**src/rtl/ann_bp_pkg.sv**
```systemverilog
package ann_bp_pkg;

  // Frontplane level for one symbol: antiphase when on, in phase when off,
  // parked at zero when the oscillator is stopped or every symbol is off.
  function automatic logic seg_level(input logic phase, input logic on,
                                     input logic any_on, input logic running);
    if (!running || !any_on) return 1'b0;
    return phase ^ on;
  endfunction

  // True on the tick that closes a half period.
  function automatic logic half_wrap(input int unsigned count,
                                     input int unsigned half_ticks);
    return count == half_ticks - 1;
  endfunction

endpackage

```
**src/rtl/ann_bp_divider.sv**
```systemverilog
module ann_bp_divider #(
  parameter int unsigned HALF_TICKS = 640
) (
  input  logic clk,
  input  logic rst_n,
  input  logic osc_en,
  input  logic osc_tick,
  output logic phase,
  output logic running,
  output logic half_done
);
  import ann_bp_pkg::*;

  localparam int unsigned CNT_W = (HALF_TICKS > 1) ? $clog2(HALF_TICKS) : 1;

  logic [CNT_W-1:0] cnt_q;

  assign half_done = osc_en && osc_tick && half_wrap(int'(cnt_q), HALF_TICKS);

  always_ff @(posedge clk) begin
    if (!rst_n) begin
      cnt_q   <= '0;
      phase   <= 1'b0;
      running <= 1'b0;
    end else begin
      running <= osc_en;
      if (!osc_en) begin
        cnt_q <= '0;
        phase <= 1'b0;
      end else if (osc_tick) begin
        if (half_done) begin
          cnt_q <= '0;
          phase <= ~phase;
        end else begin
          cnt_q <= cnt_q + 1'b1;
        end
      end
    end
  end

endmodule

```
**src/rtl/ann_enable_regs.sv**
```systemverilog
module ann_enable_regs #(
  parameter int unsigned NUM_ANN = 3,
  parameter int unsigned SEL_W   = 2
) (
  input  logic               clk,
  input  logic               rst_n,
  input  logic               cmd_strobe,
  input  logic [SEL_W-1:0]   cmd_sel,
  input  logic               cmd_on,
  output logic [NUM_ANN-1:0] on_q
);

  for (genvar i = 0; i < NUM_ANN; i++) begin : g_bit
    always_ff @(posedge clk) begin
      if (!rst_n) begin
        on_q[i] <= 1'b0;
      end else if (cmd_strobe && cmd_sel == SEL_W'(i)) begin
        on_q[i] <= cmd_on;
      end
    end
  end

endmodule

```
**src/rtl/ann_backplane_gen.sv**
```systemverilog
module ann_backplane_gen #(
  parameter int unsigned HALF_TICKS = 640,
  parameter int unsigned NUM_ANN    = 3,
  localparam int unsigned SEL_W     = $clog2(NUM_ANN + 1)
) (
  input  logic               clk,
  input  logic               rst_n,
  input  logic               osc_en,
  input  logic               osc_tick,
  input  logic               cmd_strobe,
  input  logic [SEL_W-1:0]   cmd_sel,
  input  logic               cmd_on,
  output logic               bp,
  output logic [NUM_ANN-1:0] ann
);
  import ann_bp_pkg::*;

  logic               phase;
  logic               run_q;
  logic               half_done;
  logic [NUM_ANN-1:0] ann_on;
  logic               any_on;

  ann_bp_divider #(.HALF_TICKS(HALF_TICKS)) u_div (
    .clk      (clk),
    .rst_n    (rst_n),
    .osc_en   (osc_en),
    .osc_tick (osc_tick),
    .phase    (phase),
    .running  (run_q),
    .half_done(half_done)
  );

  ann_enable_regs #(.NUM_ANN(NUM_ANN), .SEL_W(SEL_W)) u_regs (
    .clk       (clk),
    .rst_n     (rst_n),
    .cmd_strobe(cmd_strobe),
    .cmd_sel   (cmd_sel),
    .cmd_on    (cmd_on),
    .on_q      (ann_on)
  );

  assign any_on = |ann_on;
  assign bp     = phase;

  for (genvar i = 0; i < NUM_ANN; i++) begin : g_seg
    assign ann[i] = seg_level(phase, ann_on[i], any_on, run_q);
  end

endmodule

```
**config.mk**
```make
export PLATFORM = sky130hd
export DESIGN_NAME = ann_backplane_gen
export DESIGN_NICKNAME = d
export VERILOG_FILES = /design/src/rtl/ann_bp_pkg.sv /design/src/rtl/ann_bp_divider.sv /design/src/rtl/ann_enable_regs.sv /design/src/rtl/ann_backplane_gen.sv
export SDC_FILE = /design/constraint.sdc
export NUM_CORES = 1
export LEC_CHECK = 0
export BUFFER_PORTS_ARGS = -buffer_cell sky130_fd_sc_hd__buf_2
export CAP_MARGIN = 30
export CORE_UTILIZATION = 38
export CTS_BUF_LIST = sky130_fd_sc_hd__clkbuf_8 sky130_fd_sc_hd__clkbuf_16
export CTS_CLUSTER_SIZE = 10
export DETAILED_ROUTE_END_ITERATION = 10
export PLACE_DENSITY = 0.58
export SYNTH_ARGS = -nofsm -noshare
export SYNTH_HDL_FRONTEND = slang
export SYNTH_SLANG_ARGS = --single-unit
export TNS_END_PERCENT = 30
```
**constraint.sdc**
```tcl
create_clock -name clk -period 1.5 [get_ports clk]
set_input_delay 0.225 -clock clk [delete_from_list [all_inputs] [get_ports clk]]
set_output_delay 0.225 -clock clk [all_outputs]
set_load 0.01 [all_outputs]
```
Yosys cells after proc, flatten, opt, wreduce, memory -nomap -nowiden

Cells that the tools add are included.

Add/subtract/negate cells: 1
Equality and inequality tests: 3
Mux-type cells: 6
Bitwise operators: 4
Reduce and logical (&&, ||, !) cells: 12

Operator list:

| operator                                             | number |
|---|---|
| adder 10 x 1 -> 10 bit (second input constant)       | 1 |
| equality test 10 bit (second input constant)         | 1 |
| two-way mux 10 bit                                   | 1 |
| logical AND 1 bit                                    | 5 |
| two-way mux 1 bit                                    | 5 |
| AND reduction 2 bit                                  | 2 |
| OR reduction 3 bit                                   | 1 |
| bitwise XOR 1 bit                                    | 3 |
| equality test 2 x 1 -> 1 bit (second input constant) | 1 |
| equality test 2 bit (second input constant)          | 1 |
| zero test 1 bit                                      | 2 |
| zero test 2 bit                                      | 1 |
| logical OR 1 bit                                     | 1 |
| NOT 1 bit                                            | 1 |

Register bits after elaboration: 15
Output and inout port bits: 4

Logic depth before layout (Yosys ltp)

Word-level depth: 5
Gate-level depth with buffers: 5

Cells and area by module

From an unflattened synthesis, not the netlist that was laid out.

Cells, all modules: 77
Area, all modules: 715.7 um^2

By module, submodules not included:

| module            | times used | cells an instance | area an instance (um^2) | seq. area each (um^2) |
|---|---|---|---|---|
| ann_bp_divider    | 1          | 53                | 511.7                   | 240.2 |
| ann_enable_regs   | 1          | 13                | 132.6                   | 60.1 |
| ann_backplane_gen | 1          | 11                | 71.3                    | 0.0 |

Worst setup path before layout

No wires, ideal clock.

Kind: register -> register
Start: register u_div.cnt_q[0]
End: register u_div.cnt_q[0]
Setup time: 0.120 ns
Data arrival time: 1.241 ns
Required time: 1.380 ns
Slack: 0.139 ns
Stages on the path, launching flop included: 6
Clock period less this slack: 1.361 ns
Cell sequence: dfxtp_1 > ha_1 > nand4_2 > or3b_4 > nand2_2 > o22ai_1

Word-level cells in the longest chain between the ends: 3

RTL lines:

| element                                                                        | line                 | source |
|---|---|---|
| start, declared                                                                | ann_bp_divider.sv:16 | `logic [CNT_W-1:0] cnt_q;` |
| start signal, assigned                                                         | ann_bp_divider.sv:35 | `cnt_q <= cnt_q + 1'b1;` |
| parallel branches: the longest is 2 deep, another holds adder 10 x 1 -> 10 bit | n/a                  |  |
| two-way mux 10 bit *                                                           | ann_bp_divider.sv:31 | `if (half_done) begin` |

Every way passes the cells marked *.
A chain may end at the register's enable or synchronous reset.

Final worst setup path

Start: register u_div.cnt_q[1]
End: register u_div.cnt_q[0]

Word-level cells in the longest chain between the ends: 3

RTL lines:

| element              | line                 | source |
|---|---|---|
| equality test 10 bit | ann_bp_pkg.sv:14     | `return count == half_ticks - 1;` |
| logical AND 1 bit    | ann_bp_divider.sv:18 | `assign half_done = osc_en && osc_tick && half_wrap(int'(cnt_q), HALF_TICKS);` |
| two-way mux 10 bit   | ann_bp_divider.sv:31 |  |

No other way between the ends.

==> out/metrics.yaml <==
outcome:
  outcome: "finished, final reports clean"
setup_path:
  crit_path_start_kind: "register"
  crit_buf_inv: 0
  cp-end-kind: "register"
  path_class: "reg -> reg"
  crit_family: "simple AND/OR/NAND/NOR gates"
  crit_required_ps: 1630
  cp_max_fo: 6
  critical_path.max_stage_delay_ps: 410
  path_cells: "ha_2 > nand4_2 > or3b_4 > nand2_2 > o22ai_1"
  cp_slowest_cell: "or3b_4"
  arrival_ps: 1560
routing:
  routed-via-count: 565
  via_per_inst: 4.71
  dr.pass1.iters: 2
  drcViolationCount: 0
  drt-initial-drc-count: 2
  routed_wl_mm: 1.20
  avgRoutedWirePerCell_um: 10.0
  postRouteAntennaNets: 0
floorplan:
  io_pins: 12
  coreArea_um2: 1750
  die_w_um: 45.3
  die-area_um2: 2050
  start_util: 0.409
  core.rowCount: 15
  die_y_um: 45.3
synth:
  yosys-top-cells-count: "dfxtp_1, nor2_1, mux2i_1, nor2b_1, xor2_1"
  async_flop_share: 0
  synthDistinctLibCells: 27
  ys_seq_elements: 15
  syn_nets: 87
  synth_cells: 78
  yosysWarnings: 0
  avgSynthCellArea_um2: 9.14
  synth_top_area_share: 0.421
  yosys.area.top_type: "dfxtp_1"
  synth.cell_area_um2: 713
  ys_top_cells_by_area: "dfxtp_1, mux2i_1, nor2_1"
  ys.flop_type: "dfxtp_1"
  ys_seq_area_frac: 0.421
  synthMostInstantiatedCell: "dfxtp_1"
  synth_edf_count: 0
timing:
  final.setup.tns_ps: 0
  fin_ws_ps: 71.9
  timing.slew.headroom: 0.844
  period_needed_ps: 1430
  fin_skew_ps: 1.97
  worst_pin_slew_ps: 233
  slew_viol_final: 0
  period_share: 0.952
  setup_viol: 0
  hold_viol_final: 0
  rsz0062_at_grt: "false"
  max_freq_mhz: 700
pwr:
  sequentialPowerShare: 0.529
  p_comb_frac: 0.058
  ir_worst_vdd_mv: 0.422
  intPower_w: 0.000608
  leakagePower_nw: 0.357
  p_sw_w: 0.000168
  switching_share: 0.216
  p_clk_frac: 0.414
  power_w: 0.000776
  power.density_nw_per_um2: 895
finish:
  fill_cells: 171
  drive_above_1_share: 0.232
  nNetsFinal: 105
  fin_cells: 120
  area_growth_pct: 21.6
  fin_area_um2: 867
  antenna_cells: 0
grt:
  antenna_found_initial: 0
  grt_max_degree: 9
  first_global_vias: 508
  grt_pass1_wl_mm: 2.01
  grt.overflow.total: 0
  grt_use_total: 0.138
placed_design:
  port_buffers: 11
  pre_cts_slack_ps: 84.7
  dp_cells: 116
  dp_hpwl_um: 914
  place_area_um2: 818
  finalWeightedCongestion: 0.746
worst_hold_path:
  hold_class: "in -> reg"
job:
  max_cap_viol_count: 0
clock_tree:
  clk_pin_slew_worst_paths_ps: 60
  postCtsSetupBuffers: 0
  clk-insertion-delay-late_ps: 250
  cts_tree: "done"
  clock_path_buffers: 2
  clock-root-buffer: "clkbuf_8"
  cts_buffers: 3
  h-tree-depth: 1
  cts_hold_buf: 0
  clock-sinks: 15
-- flip-flops by register name, indices dropped and copies added (netlist names) --
signal	cells
u_regs.on_q	3
u_div.cnt_q	10
u_div.phase	1
u_div.running	1
-- layer usage --
metal  global-route usage  share of wire  routed length [um]  up-vias
met1                0.170           0.48                 575      250
met3               0.0120          0.029                  35        4
li1                     -              -                   -      300
met4                0.109          0.026                  31        0
met5                    0              0                   0        -
met2                0.220           0.47                 560       11
-- power groups by stage --
stage               clock network, W  registers (W)   logic, W
CTS                         0.000328       0.000410  0.0000452
floorplan                          0       0.000417  0.0000258
global route                0.000340       0.000411  0.0000506
detailed placement                 0       0.000419  0.0000450
global placement                   0       0.000418  0.0000444
finish                      0.000321       0.000410  0.0000447
-- final cells by class --
type / instances / area (um2) / share of cell area
Multi-Input combinational cell: 61 / 408 / 0.470
Sequential cell: 15 / 302 / 0.348
Timing Repair Buffer: 14 / 77.6 / 0.0895
Clock buffer: 3 / 41.3 / 0.0476
Tap cell: 25 / 31.3 / 0.0361
Clock inverter: 1 / 3.75 / 0.00433
Inverter: 1 / 3.75 / 0.00433
-- logic make-up (layout without fill, tap and decap cells) --
kind of cell | Yosys count | count (layout) | synth area share
simple gates | 42 | 42 | 0.339
flops | 15 | 15 | 0.421
xor+xnor | 8 | 8 | 0.0982
mux | 6 | 6 | 0.0842
compound gates | 4 | 4 | 0.0298
buf+inv | 2 | 19 | 0.0105
fa+ha+maj | 1 | 1 | 0.0175
-- final timing paths --
| path | from | end | slack (ps) | cells past startpoint |
|---|---|---|---|---|
| worst max-delay path | u_div.cnt_q[1] | u_div.cnt_q[0] | 70 | 5 |
| worst min-delay path | rst_n | u_regs.on_q[2] | 220 | 2 |
| worst max register to register | u_div.cnt_q[1] | u_div.cnt_q[0] | 70 | 5 |
| worst min register to register | u_div.cnt_q[6] | u_div.cnt_q[6] | 500 | 2 |
-- layout by cell type (no fill, tap or decap), drive strengths merged --
| cell | n |
|---|---|
| nand3b | 2 |
| or3b | 1 |
| dfxtp | 15 |
| and3 | 1 |
| nor3b | 1 |
| ha | 1 |
| o22ai | 1 |
| xor2 | 6 |
| nand4bb | 1 |
| nor2 | 14 |
| or3 | 1 |
| a21oi | 2 |
| buf | 14 |
| nand2b | 1 |
| nor2b | 6 |
| nand3 | 3 |
| clkbuf | 3 |
| and4 | 2 |
| xnor2 | 2 |
| o21ai | 1 |
| or2b | 1 |
| inv | 2 |
| nand2 | 5 |
| nand4 | 2 |
| mux2i | 6 |
| and2b | 1 |
-- stage by stage --
step | hold slack [ps] | util
finish | 222 | 0.497
global route | 254 | 0.497
CTS | 220 | 0.495
detailed placement | 481 | 0.469
global placement | 473 | 0.469
floorplan | 339 | -
-- repair_timing --
action,CTS,global route
endpoints found under the hold margin,0,0
endpoints found under the setup margin,0,3
resized for setup,0,2
No activity file was read; power rests on OpenSTA's default activity.
